<file path="config.mk">
export PLATFORM = sky130hd
export DESIGN_NAME = card_fault_encoder
export DESIGN_NICKNAME = d
export VERILOG_FILES = /design/src/rtl/card_fault_encoder.sv
export SDC_FILE = /design/constraint.sdc
export NUM_CORES = 1
export LEC_CHECK = 0
export ABC_AREA = 0
export BUFFER_PORTS_ARGS = -buffer_cell sky130_fd_sc_hd__buf_2
export CAP_MARGIN = 20
export CORE_MARGIN = 4
export CORE_UTILIZATION = 45
export CTS_CLUSTER_DIAMETER = 60
export DETAILED_ROUTE_END_ITERATION = 6
export PLACE_DENSITY = 0.72
export SYNTH_ARGS = -nofsm -noshare
export SYNTH_HDL_FRONTEND = slang
export SYNTH_SLANG_ARGS = --single-unit
export TNS_END_PERCENT = 20
</file>
<file path="constraint.sdc">
create_clock -name clk -period 0.9 [get_ports clk]
set_clock_uncertainty 0.15 [all_clocks]
set_input_delay 0.18 -clock clk [delete_from_list [all_inputs] [get_ports clk]]
set_output_delay 0.18 -clock clk [all_outputs]
set_load 0.1 [all_outputs]
</file>
<file path="src/rtl/card_fault_encoder.sv">
module card_fault_encoder #(
  parameter int LINES     = 9,
  parameter int LOC_W     = 6,
  parameter int LOC_LIMIT = 40
) (
  input  logic             clk,
  input  logic             rst_n,
  input  logic [LINES-1:0] err_n,
  input  logic             test_inv,
  output logic [2:0]       sel_code,
  output logic             grp_sel,
  output logic             card_fail,
  output logic             card_lamp,
  output logic [3:0]       units_bcd,
  output logic [1:0]       tens_bcd,
  output logic             disp_blank
);
  localparam int IDX_W = $clog2(LINES);

  logic [LINES-1:0] act;
  logic             hit;
  logic [IDX_W-1:0] win;
  logic [2:0]       code_d;
  logic [LOC_W-1:0] loc;
  logic [LOC_W-1:0] rem;
  logic [1:0]       tens_d;
  logic             blank_d;

  assign act = ~(err_n ^ {LINES{test_inv}});

  always_comb begin
    hit = 1'b0;
    win = '0;
    for (int i = LINES - 1; i >= 0; i--) begin
      if (act[i]) begin
        hit = 1'b1;
        win = IDX_W'(i);
      end
    end
  end

  always_comb begin
    case (win)
      IDX_W'(0): begin code_d = 3'b111; loc = LOC_W'(39); end
      IDX_W'(1): begin code_d = 3'b110; loc = LOC_W'(20); end
      IDX_W'(2): begin code_d = 3'b101; loc = LOC_W'(9);  end
      IDX_W'(3): begin code_d = 3'b010; loc = LOC_W'(12); end
      IDX_W'(4): begin code_d = 3'b010; loc = LOC_W'(19); end
      IDX_W'(5): begin code_d = 3'b010; loc = LOC_W'(27); end
      IDX_W'(6): begin code_d = 3'b010; loc = LOC_W'(5);  end
      IDX_W'(7): begin code_d = 3'b010; loc = LOC_W'(31); end
      IDX_W'(8): begin code_d = 3'b010; loc = LOC_W'(40); end
      default:   begin code_d = 3'b010; loc = LOC_W'(0);  end
    endcase
    if (!hit) begin
      code_d = 3'b000;
      loc    = '0;
    end
  end

  always_comb begin
    blank_d = (loc >= LOC_W'(LOC_LIMIT));
    if (loc >= LOC_W'(30)) begin
      tens_d = 2'd3; rem = loc - LOC_W'(30);
    end else if (loc >= LOC_W'(20)) begin
      tens_d = 2'd2; rem = loc - LOC_W'(20);
    end else if (loc >= LOC_W'(10)) begin
      tens_d = 2'd1; rem = loc - LOC_W'(10);
    end else begin
      tens_d = 2'd0; rem = loc;
    end
  end

  wire fail_d = (code_d == 3'b010);

  always_ff @(posedge clk or negedge rst_n) begin
    if (!rst_n) begin
      sel_code   <= '0;
      grp_sel    <= 1'b0;
      card_fail  <= 1'b0;
      card_lamp  <= 1'b0;
      units_bcd  <= '0;
      tens_bcd   <= '0;
      disp_blank <= 1'b0;
    end else begin
      sel_code   <= code_d;
      grp_sel    <= hit && (win == '0);
      card_fail  <= fail_d;
      card_lamp  <= fail_d ^ test_inv;
      units_bcd  <= blank_d ? 4'd0 : rem[3:0];
      tens_bcd   <= blank_d ? 2'd0 : tens_d;
      disp_blank <= blank_d;
    end
  end
endmodule

</file>
==> Word-level counts from Yosys, hierarchy flattened <==
Memory sizes are Yosys's and may differ from the RTL's.
Cells that the tools add are included.
{ "word_totals": {"out_inout_bits": 13, "romBits": 144, "register_bits": 13, "in_bits": 12, "word_cells": 49, "memories": 1} }
{ "classes": {"n_reduce_logical": 2, "mux": 28, "order_cmp": 4, "addsub": 3, "n_bitwise": 3, "n_eq_ne": 1} }
{ "mem_list": {"columns": ["name", "words", "width", "rd", "rd_clocked_by_memory_dff", "write_ports", "line_no", "rtl"], "rows": [
  ["(name not given)", 16, 9, 1, 0, 0, "43", "case (win)"]
]} }
{ "op_table": {"columns": ["op", "n"], "rows": [
  ["$mux W4", 13],
  ["$ge A6 B5 Y1 const B", 2],
  ["$mux W1", 10],
  ["$not A9 Y9", 1],
  ["$xor A9 B9 Y9", 1],
  ["$sub A4 B4 Y4 const B", 2],
  ["$ge A6 B4 Y1 const B", 1],
  ["$ge A6 B6 Y1 const B", 1],
  ["$mux W2", 3],
  ["$mux W6", 1],
  ["$logic_not A4 Y1", 1],
  ["$sub A4 B3 Y4 const B", 1],
  ["$eq A3 B2 Y1 const B", 1],
  ["$mux W3", 1],
  ["$logic_and A1 B1 Y1", 1],
  ["$xor A1 B1 Y1", 1]
]} }

==> Depth between registers and ports, before layout <==
Gate-level depths: netlist of run 1.
An unclocked memory read counts as a cell.
{ "logic_depth": {"depth_word": 18, "mapped_depth": 14, "ltp_nobuf": 13} }

==> Worst setup path before layout of run 1 <==
Ideal clock, no wire load.
{ "synth_timing": {"path_type": "input port to flip-flop", "start": "in test_inv", "end": "reg units_bcd[1]", "t_required_ps": 620, "t_arrival_ps": 2377, "setup_slack_ps": -1757, "stages": 11, "path_cell_list": "buf_4 -> or3b_4 -> o22ai_4 -> nor2_2 -> o32ai_2 -> inv_1 -> ha_1 -> o21ai_0 -> o22ai_2 -> a221oi_2 -> o21ai_1"} }
{ "synth_via": {"elab_chain_cells": 18, "word_cells_on_any_way": 33, "classes_between": "add/sub (3); order compare (4); mux (23); bitwise (2); memory (1)"} }
{ "synth_rtl": {"columns": ["item", "line_no", "rtl"], "rows": [
  ["start, declared", "9", "input logic test_inv,"],
  ["$xor A9 B9 Y9 *", "29", "assign act = ~(err_n ^ {LINES{test_inv}});"],
  ["$not A9 Y9 *", "29", null],
  ["$mux W4 (9 in a row)", "35", "if (act[i]) begin"],
  ["$mem_v2 Z16 W9", null, null],
  ["$mux W6 *", "55", "if (!hit) begin"],
  ["$ge A6 B4 Y1 or $sub A4 B4 Y4 (tied branches)", "67, 68", null],
  ["$mux W4", "67", "end else if (loc >= LOC_W'(10)) begin"],
  ["$mux W4", "65", "end else if (loc >= LOC_W'(20)) begin"],
  ["$mux W4", "63", "if (loc >= LOC_W'(30)) begin"],
  ["$mux W4 *", "90", "units_bcd <= blank_d ? 4'd0 : rem[3:0];"],
  ["end signal, assigned", "90", null],
  ["end, declared", "14", "output logic [3:0] units_bcd,"]
]} }
Mark *: on every way between the ends. The rest lies on a longest branch, timed or not.

==> Worst setup path after layout of run 1 <==
{ "layout_timing": {"start": "in err_n[2]", "end": "reg units_bcd[2]"} }
{ "layout_via": {"elab_chain_cells": 12, "word_cells_on_any_way": 21, "classes_between": "add/sub (3); order compare (4); mux (11); bitwise (2); memory (1)"} }
{ "layout_rtl": {"columns": ["item", "line_no", "rtl"], "rows": [
  ["start, declared", "8", "input logic [LINES-1:0] err_n,"],
  ["$xor A9 B9 Y9 *", "29", null],
  ["$not A9 Y9 *", "29", null],
  ["$mux W4 (3 in a row)", "35", null],
  ["$mem_v2 Z16 W9", null, null],
  ["$mux W6 *", "55", null],
  ["$ge A6 B4 Y1 or $sub A4 B4 Y4 (tied branches)", "67, 68", null],
  ["$mux W4", "67", null],
  ["$mux W4", "65", null],
  ["$mux W4", "63", null],
  ["$mux W4 *", "90", null]
]} }
Marks and branches as above.

==> results of run 1 <==
[synthesized netlist by cell type (all sizes together)]
library cell	instances
dfrtp	13
nor2	13
nand2	10
o21ai	9
ha	7
inv	7
a21oi	5
a31oi	4
nand2b	4
nand3	4
a21o	3
nor2b	3
o22ai	3
a221oi	2
a22oi	2
nand3b	2
o32ai	2
or3b	2
xor2	2
a21boi	1
a22o	1
a31o	1
and2	1
and3	1
and3b	1
buf	1
clkinv	1
nor3	1
o211ai	1
o21a	1
o21bai	1
o221ai	1
o22a	1
o31ai	1
or2	1
or2b	1
or3	1
or4b	1
xnor2	1
[worst min-delay path by stage]
stage	end	depth (start not counted)
floorplan	card_fail	0
global placement	grp_sel	1
detailed placement	sel_code[2]	1
CTS	sel_code[2]	3
global route	sel_code[2]	3
finish	sel_code[2]	3
[registers in the layout (all words and copies together) (netlist names)]
signal and count:
disp_blank 1, card_lamp 1, sel_code 3, card_fail 1, grp_sel 1, units_bcd 4
tens_bcd 2
[critical path: stages]
cell	delay, ps
sky130_fd_sc_hd__buf_6	70
sky130_fd_sc_hd__buf_6	100
sky130_fd_sc_hd__or2b_1	240
sky130_fd_sc_hd__a22oi_2	270
sky130_fd_sc_hd__a221oi_4	80
sky130_fd_sc_hd__buf_6	160
sky130_fd_sc_hd__o32ai_4	280
sky130_fd_sc_hd__inv_2	150
sky130_fd_sc_hd__ha_4	190
sky130_fd_sc_hd__inv_2	70
sky130_fd_sc_hd__o21ai_4	60
sky130_fd_sc_hd__and3_4	190
sky130_fd_sc_hd__nor2_4	90
sky130_fd_sc_hd__o211ai_1	110
sky130_fd_sc_hd__a31oi_1	250
[final cells by class]
type	instances	area [sq um]	share of cell area, %
multi-input combinational	95	933	45.1
timing repair buffer	70	718	34.7
sequential	13	325	15.7
tap	28	35.0	1.69
inverter	8	31.3	1.51
clock buffer	4	26.3	1.27
[cell families after synthesis]
logic type | count (synthesis) | share of synthesized area, %
fa+ha+maj | 7 | 7.71
flops | 13 | 28.6
simple gates | 46 | 23.3
buf+inv | 9 | 3.41
compound gates | 39 | 34.6
xor+xnor | 3 | 2.31
[per-layer routing]
layer  GRT usage, %  share of wire [%]
met4           11.6                4.9
met3           2.90                6.1
met2           41.6                 54
met1           21.5                 35
met5              0                  0
[metrics by stage]
step	cell area, sq um	setup TNS, ps	worst slack (ps)	power, mW
3_5_place_dp	1780	-14000	-1800	2.36
6_report	2070	-14630	-1580	2.97
2_1_floorplan	1180	-15050	-1570	1.69
3_3_place_gp	1780	-13120	-1670	2.32
5_1_grt	2070	-15600	-1670	3.06
4_1_cts	1930	-13250	-1400	2.78
[power by group through the flow]
| stage | logic [mW] | clock network [mW] | registers, mW |
|---|---|---|---|
| detailed placement | 1.62 | 0 | 0.736 |
| CTS | 1.70 | 0.356 | 0.724 |
| finish | 1.88 | 0.367 | 0.726 |
| global placement | 1.59 | 0 | 0.732 |
| floorplan | 0.438 | 0 | 1.25 |
| global route | 1.94 | 0.391 | 0.731 |
[timing repair]
action / in CTS / in global routing
hold buffers: 1 / 0
pin swaps: 13 / 9
gates resized for setup: 23 / 21
endpoints found under the setup margin: 25 / 25
endpoints found under the hold margin: 13 / 0
buffers inserted: 4 / 5
==> run metrics, run 1 <==
row cnt 17; H-tree depth reported by CTS 1; clock buffer depth 2; highest-count cells in the layout ignoring fill and taps sky130_fd_sc_hd__buf_4 (37), sky130_fd_sc_hd__dfrtp_1 (13), sky130_fd_sc_hd__buf_12 (13), sky130_fd_sc_hd__buf_6 (12); maximum number of pins on one net before global-route repair 14; core occupancy in the finished layout between 90 and 100%; first-pass GRT wire length between 5000 and 6000 um; clk sinks 13; Vert. Die Dim about 58 um; synth unique cells approximately 50; library cell occupying the most area in the post-synthesis netlist sky130_fd_sc_hd__dfrtp_1; NumNets Final 210; violated checks setup timing; worst setup path category primary input to flop; root cell of the clock tree sky130_fd_sc_hd__clkbuf_4; post-route antenna net violation count 0; via density per instance approximately 6.0; sequential share of power roughly a quarter; worst setup path startpoint err_n[2]; placeable core region 2300 sq um; reported max-cap violation count 0; final standard cell count with taps included and fillers excluded roughly 220; hold violation count in the final report 0; Via Count 1298; routed length per placed instance 20.3 um; drt first pass iters 4; final setup slack of the worst path -1580 ps; number of DRC markers after the initial detailed-route iteration 39; power dissipated by switching net loads approximately 1.4 mW; antenna fix cells 0; antenna violations before repair 0; fraction of layout cells with a size suffix above 1 between 60 and 70%; Synth area leaders sky130_fd_sc_hd__dfrtp_1 (29%), sky130_fd_sc_hd__ha_1 (7.7%), sky130_fd_sc_hd__nor2_1 (3.6%), sky130_fd_sc_hd__nand2_1 (3.0%), sky130_fd_sc_hd__a221oi_4 (2.3%); last element of the critical path units_bcd[2]; number of warnings issued by yosys 0; transition time of the tightest slew-check pin approximately 490 ps; detailed-route wire length roughly 4400 um; critical hold path startpoint err_n[2]; critical path capture point type flop; GRT Overall Usage about a fifth; Pwr Density around 1400 nW/um^2; RSZ-0062 raised after global routing true; clock edge transition at the registers on the reported setup and hold paths 80 ps; critical path startpoint category primary input; CP Data Required Time ~930 ps; most common cell after layout, fill and taps aside sky130_fd_sc_hd__buf_4; via count of the first global-routing pass between 1000 and 1500; Max Slew Vio Count 0; sequential element share of the synthesized area between 20 and 30%; Worst Hold Margin 42.4 ps; Inserted Clock Buffers 3; Setup-failing EPs final 25; net count after synthesis 136; run status finished, violations left; routability cong. 0.882; Starting Density between 40% and 50%; total of buffers placed on input and output ports 24; classification of the worst-slack hold path primary input to flop; # IOs 25; Critical Path Fanout Max 5; area overhead of the layout relative to synthesis 82.2%; TritonCTS clock tree built; top cell type's share of synthesized area between 20% and 30%; DRC errors left 0; CP Data Arrival Time roughly 2500 ps; post-synth design cell area around 1100 sq um; count of state elements after synthesis 13; DIE AREA roughly 3400 sq um; clock power share 12.3%; chip width about 58 um; Lkg Pwr roughly 0.90 nW; Syn Inst Count ~120; leftover overflow at the end of global routing 0; Max rail drop VDD 1.43 mV; switching share of power roughly 47%; share of power burned in combinational logic between 60% and 70%; minimum clock period after layout between 2000 and 2500 ps; post-route fraction of the period consumed by the critical path 276%; Power Internal approximately 1.6 mW; headroom to the max-slew limit about 67%; DP Wirelength 2500 um; fmax 403 MHz; placed insts roughly 200; average instance area after synthesis 9.71 sq um; Filler Cells Inserted 96
Power figures use the tool's default switching activity.
==> run 2: changes to the inputs <==
- CORE_UTILIZATION: 45 -> 55
- PLACE_DENSITY: 0.72 -> 0.85
==> run metrics, run 2 <==
run status stopped before the end (was finished, violations left); last stage reached 4_1_cts; tool error [ERROR DPL-0038] Utilization greater than 100%, impossible to legalize; FFs w/ async S/R, synth 100% (unchanged); top cells by count, synth sky130_fd_sc_hd__dfrtp_1 (13), sky130_fd_sc_hd__nor2_1 (11), sky130_fd_sc_hd__nand2_1 (9) (unchanged); library cell occupying the most area in the post-synthesis netlist sky130_fd_sc_hd__dfrtp_1 (unchanged); sequential element share of the synthesized area 28.6% (unchanged); synth unique cells 51 (unchanged); Inserted Clock Buffers 3 (unchanged); Synth area leaders sky130_fd_sc_hd__dfrtp_1 (29%), sky130_fd_sc_hd__ha_1 (7.7%), sky130_fd_sc_hd__nor2_1 (3.6%), sky130_fd_sc_hd__nand2_1 (3.0%), sky130_fd_sc_hd__a221oi_4 (2.3%) (unchanged); clk sinks 13 (unchanged); post-synth design cell area 1140 sq um (unchanged); routability cong. 0.827 (was 0.882); count of flip-flops with a built-in enable after synthesis 0 (unchanged); total of buffers placed on input and output ports 24 (unchanged); most common flop cell mapped by yosys sky130_fd_sc_hd__dfrtp_1 (unchanged); row cnt 16 (was 17); clock buffer depth 2 (unchanged); number of warnings issued by yosys 0 (unchanged); Post-CTS Repair Setup Buffers 6 (was 4); # IOs 25 (unchanged); root cell of the clock tree sky130_fd_sc_hd__clkbuf_4 (unchanged); net count after synthesis 136 (unchanged); Starting Density 57.9% (was 49.5%); H-tree depth reported by CTS 1 (unchanged); most used standard cell by instance count after synthesis sky130_fd_sc_hd__dfrtp_1 (unchanged); average instance area after synthesis 9.71 sq um (unchanged); top cell type's share of synthesized area 28.6% (unchanged); post-CTS resize count 41 (was 23); count of state elements after synthesis 13 (unchanged); number of hold-repair buffers added at the cts stage 1 (unchanged); chip width 53.5 um (was 58.2 um); Vert. Die Dim 53.5 um (was 58.2 um); Syn Inst Count 117 (unchanged); DP Wirelength 3080 um (was 2500 um)
[run 2: metrics by stage]
stage	setup slack (ps)	setup TNS [ps]	area [sq um]	cells	hold WS, ps
detailed placement	-1960	-15100	1770	201	-83.0
global placement	-1680	-13050	1770	201	-89.2
floorplan	-1570	-15050	1180	117	-266
[run 2: cells by family after synthesis]
family | count (synthesis) | share of synthesized area (%)
DFF | 13 | 28.6
and+or+nand+nor | 46 | 23.3
xor gates and xnor gates | 3 | 2.31
AOI/OAI and AO/OA | 39 | 34.6
buffers and inverters | 9 | 3.41
adders and majority gates | 7 | 7.71
==> run 3: changes to the inputs <==
- CORE_AREA: unset -> 4 4 65 67
- CORE_MARGIN: 4 -> unset
- CORE_UTILIZATION: 55 -> unset
- CTS_CLUSTER_DIAMETER: 60 -> unset
- DIE_AREA: unset -> 0 0 69 71
- PLACE_DENSITY: 0.85 -> unset
- PLACE_DENSITY_LB_ADDON: unset -> 0.15
==> run metrics, run 3 (synthesized netlist as in run 1, its figures left out) <==
area overhead of the layout relative to synthesis 86.1%; DP Wirelength 2520 um (was 3080 um); clock edge transition at the registers on the reported setup and hold paths 50 ps; via count of the first global-routing pass ~1200; registers with the most flip-flops units_bcd: 4 flops, sel_code: 3 flops, tens_bcd: 2 flops; highest-count cells in the layout ignoring fill and taps sky130_fd_sc_hd__buf_4 (43), sky130_fd_sc_hd__dfrtp_1 (13), sky130_fd_sc_hd__buf_12 (13), sky130_fd_sc_hd__nand2_1 (9), sky130_fd_sc_hd__buf_6 (9); fmax around 420 MHz; Post-Route Setup TNS -13310 ps; GRT Overall Usage a little over an eighth; number of DRC markers after the initial detailed-route iteration 40; fraction of layout cells with a size suffix above 1 64.1%; Lkg Pwr ~0.9 nW; clock buffer depth 2 (unchanged); CP Data Arrival Time approximately 2400 ps; flip-flop count of the largest register, all copies and words added 4; most common cell type on the critical path sky130_fd_sc_hd__o21ai_2; antenna violations before repair 0; hold violation count in the final report 0; maximum number of pins on one net before global-route repair 14; Pwr Density about 1400 nW/um^2; root cell of the clock tree sky130_fd_sc_hd__clkbuf_8 (was sky130_fd_sc_hd__clkbuf_4); drt first pass iters 4; leftover overflow at the end of global routing 0; critical path's largest stage delay between 500 and 600 ps; clk sinks 13 (unchanged); row cnt 22 (was 16); antenna fix cells 0; headroom to the max-slew limit 69.8%; violated checks setup timing; Via Count 1139; Post-Place Setup Slack -1810 ps (was -1960 ps); H-tree depth reported by CTS 1 (unchanged); DRC errors left 0; Worst Hold Margin about 60 ps; run status finished, violations left (was stopped before the end); detailed-route wire length 3030 um; routability cong. 0.835 (was 0.827); Critical Path Fanout Max 5; placed insts 228 (was 201); final standard cell count with taps included and fillers excluded 240; chip width 69 um (was 53.5 um); reported max-cap violation count 0; core occupancy in the finished layout approximately three fifths; Max Slew Vio Count 0; RSZ-0062 raised after global routing true; TritonCTS clock tree built; first-pass GRT wire length roughly 5300 um; NumNets Final 212; post-route antenna net violation count 0; CP Data Required Time around 900 ps; total design power 2.99 mW; highest-delay cell along the critical path sky130_fd_sc_hd__or4b_4; transition time of the tightest slew-check pin roughly 450 ps; critical path startpoint category primary input; Setup-failing EPs final 25; via density per instance between 4 and 5; total of buffers placed on input and output ports 24 (unchanged); worst setup path startpoint err_n[0]; most common cell after layout, fill and taps aside sky130_fd_sc_hd__buf_4; final setup slack of the worst path -1490 ps; post-detailed-placement cell area 1840 sq um (was 1770 sq um); # IOs 25 (unchanged); register ranked first by flip-flop count units_bcd; placeable core region between 3000 and 4000 sq um; Vert. Die Dim 71 um (was 53.5 um); minimum clock period after layout ~2400 ps; Starting Density 31.3% (was 57.9%); critical hold path startpoint err_n[2]; critical path capture point type flop; classification of the worst-slack hold path primary input to flop; post-route standard cell area excluding fillers ~2100 sq um; DIE AREA about 5000 sq um; worst setup path category primary input to flop; Inserted Clock Buffers 3 (unchanged); Filler Cells Inserted 322; cell breakdown of the critical path buf_6 > or4b_4 > o22a_4 > o21bai_4 > o21ai_2 > inv_2 > ha_2 > o21ai_2 > o221ai_4 > a21o_1 > nand3_1 > a31oi_1; post-route fraction of the period consumed by the critical path 265%; routed length per placed instance between 10 and 15 um; Max rail drop VDD ~0.5 mV
[run 3: path summary, 6_finish.rpt]
check,end,slack [ps],depth (start not counted)
worst max-delay path,units_bcd[3],-1490,12
worst min-delay path,sel_code[2],60,3
max in group asynchronous,card_fail,200,2
min in group asynchronous,sel_code[0],200,2
[run 3: power by group]
group | leakage (nW) | switching [mW] | internal (mW) | total [mW]
Combinational | 0.744 | 1.04 | 0.745 | 1.78
Clock | 0.0228 | 0.176 | 0.310 | 0.486
Sequential | 0.148 | 0.0605 | 0.663 | 0.723
[run 3: per-layer routing]
| layer | track usage (%) | vias to the layer above | wire (um) |
|---|---|---|---|
| li1 | - | 574 | - |
| met1 | 13.6 | 529 | 1170 |
| met2 | 25.3 | 30 | 1660 |
| met3 | 2.84 | 6 | 134 |
| met4 | 5.86 | 0 | 63 |
| met5 | 0 | - | 0 |
[run 3: repair_timing]
item	CTS	global route
buffers inserted	3	4
hold buffers	1	0
endpoints found under the setup margin	25	25
hold endpoints to repair	13	0
pin swaps	17	12
gates resized for setup	20	22
[run 3: layout make-up]
| type | count | area, sq um | share of cell area [%] |
|---|---|---|---|
| flip-flops and latches | 13 | 325 | 15.4 |
| well taps | 48 | 60.1 | 2.84 |
| multi-input cells | 95 | 917 | 43.4 |
| inverters | 8 | 32.5 | 1.54 |
| repair buffers | 72 | 734 | 34.7 |
| clock buffers | 4 | 45.0 | 2.13 |
[run 3: critical path: cells and delay by family]
| kind | cells | cell delay, ps |
|---|---|---|
| fa+ha+maj | 1 | 170 |
| compound gates | 7 | 1200 |
| buf+inv | 2 | 180 |
| simple gates | 2 | 630 |
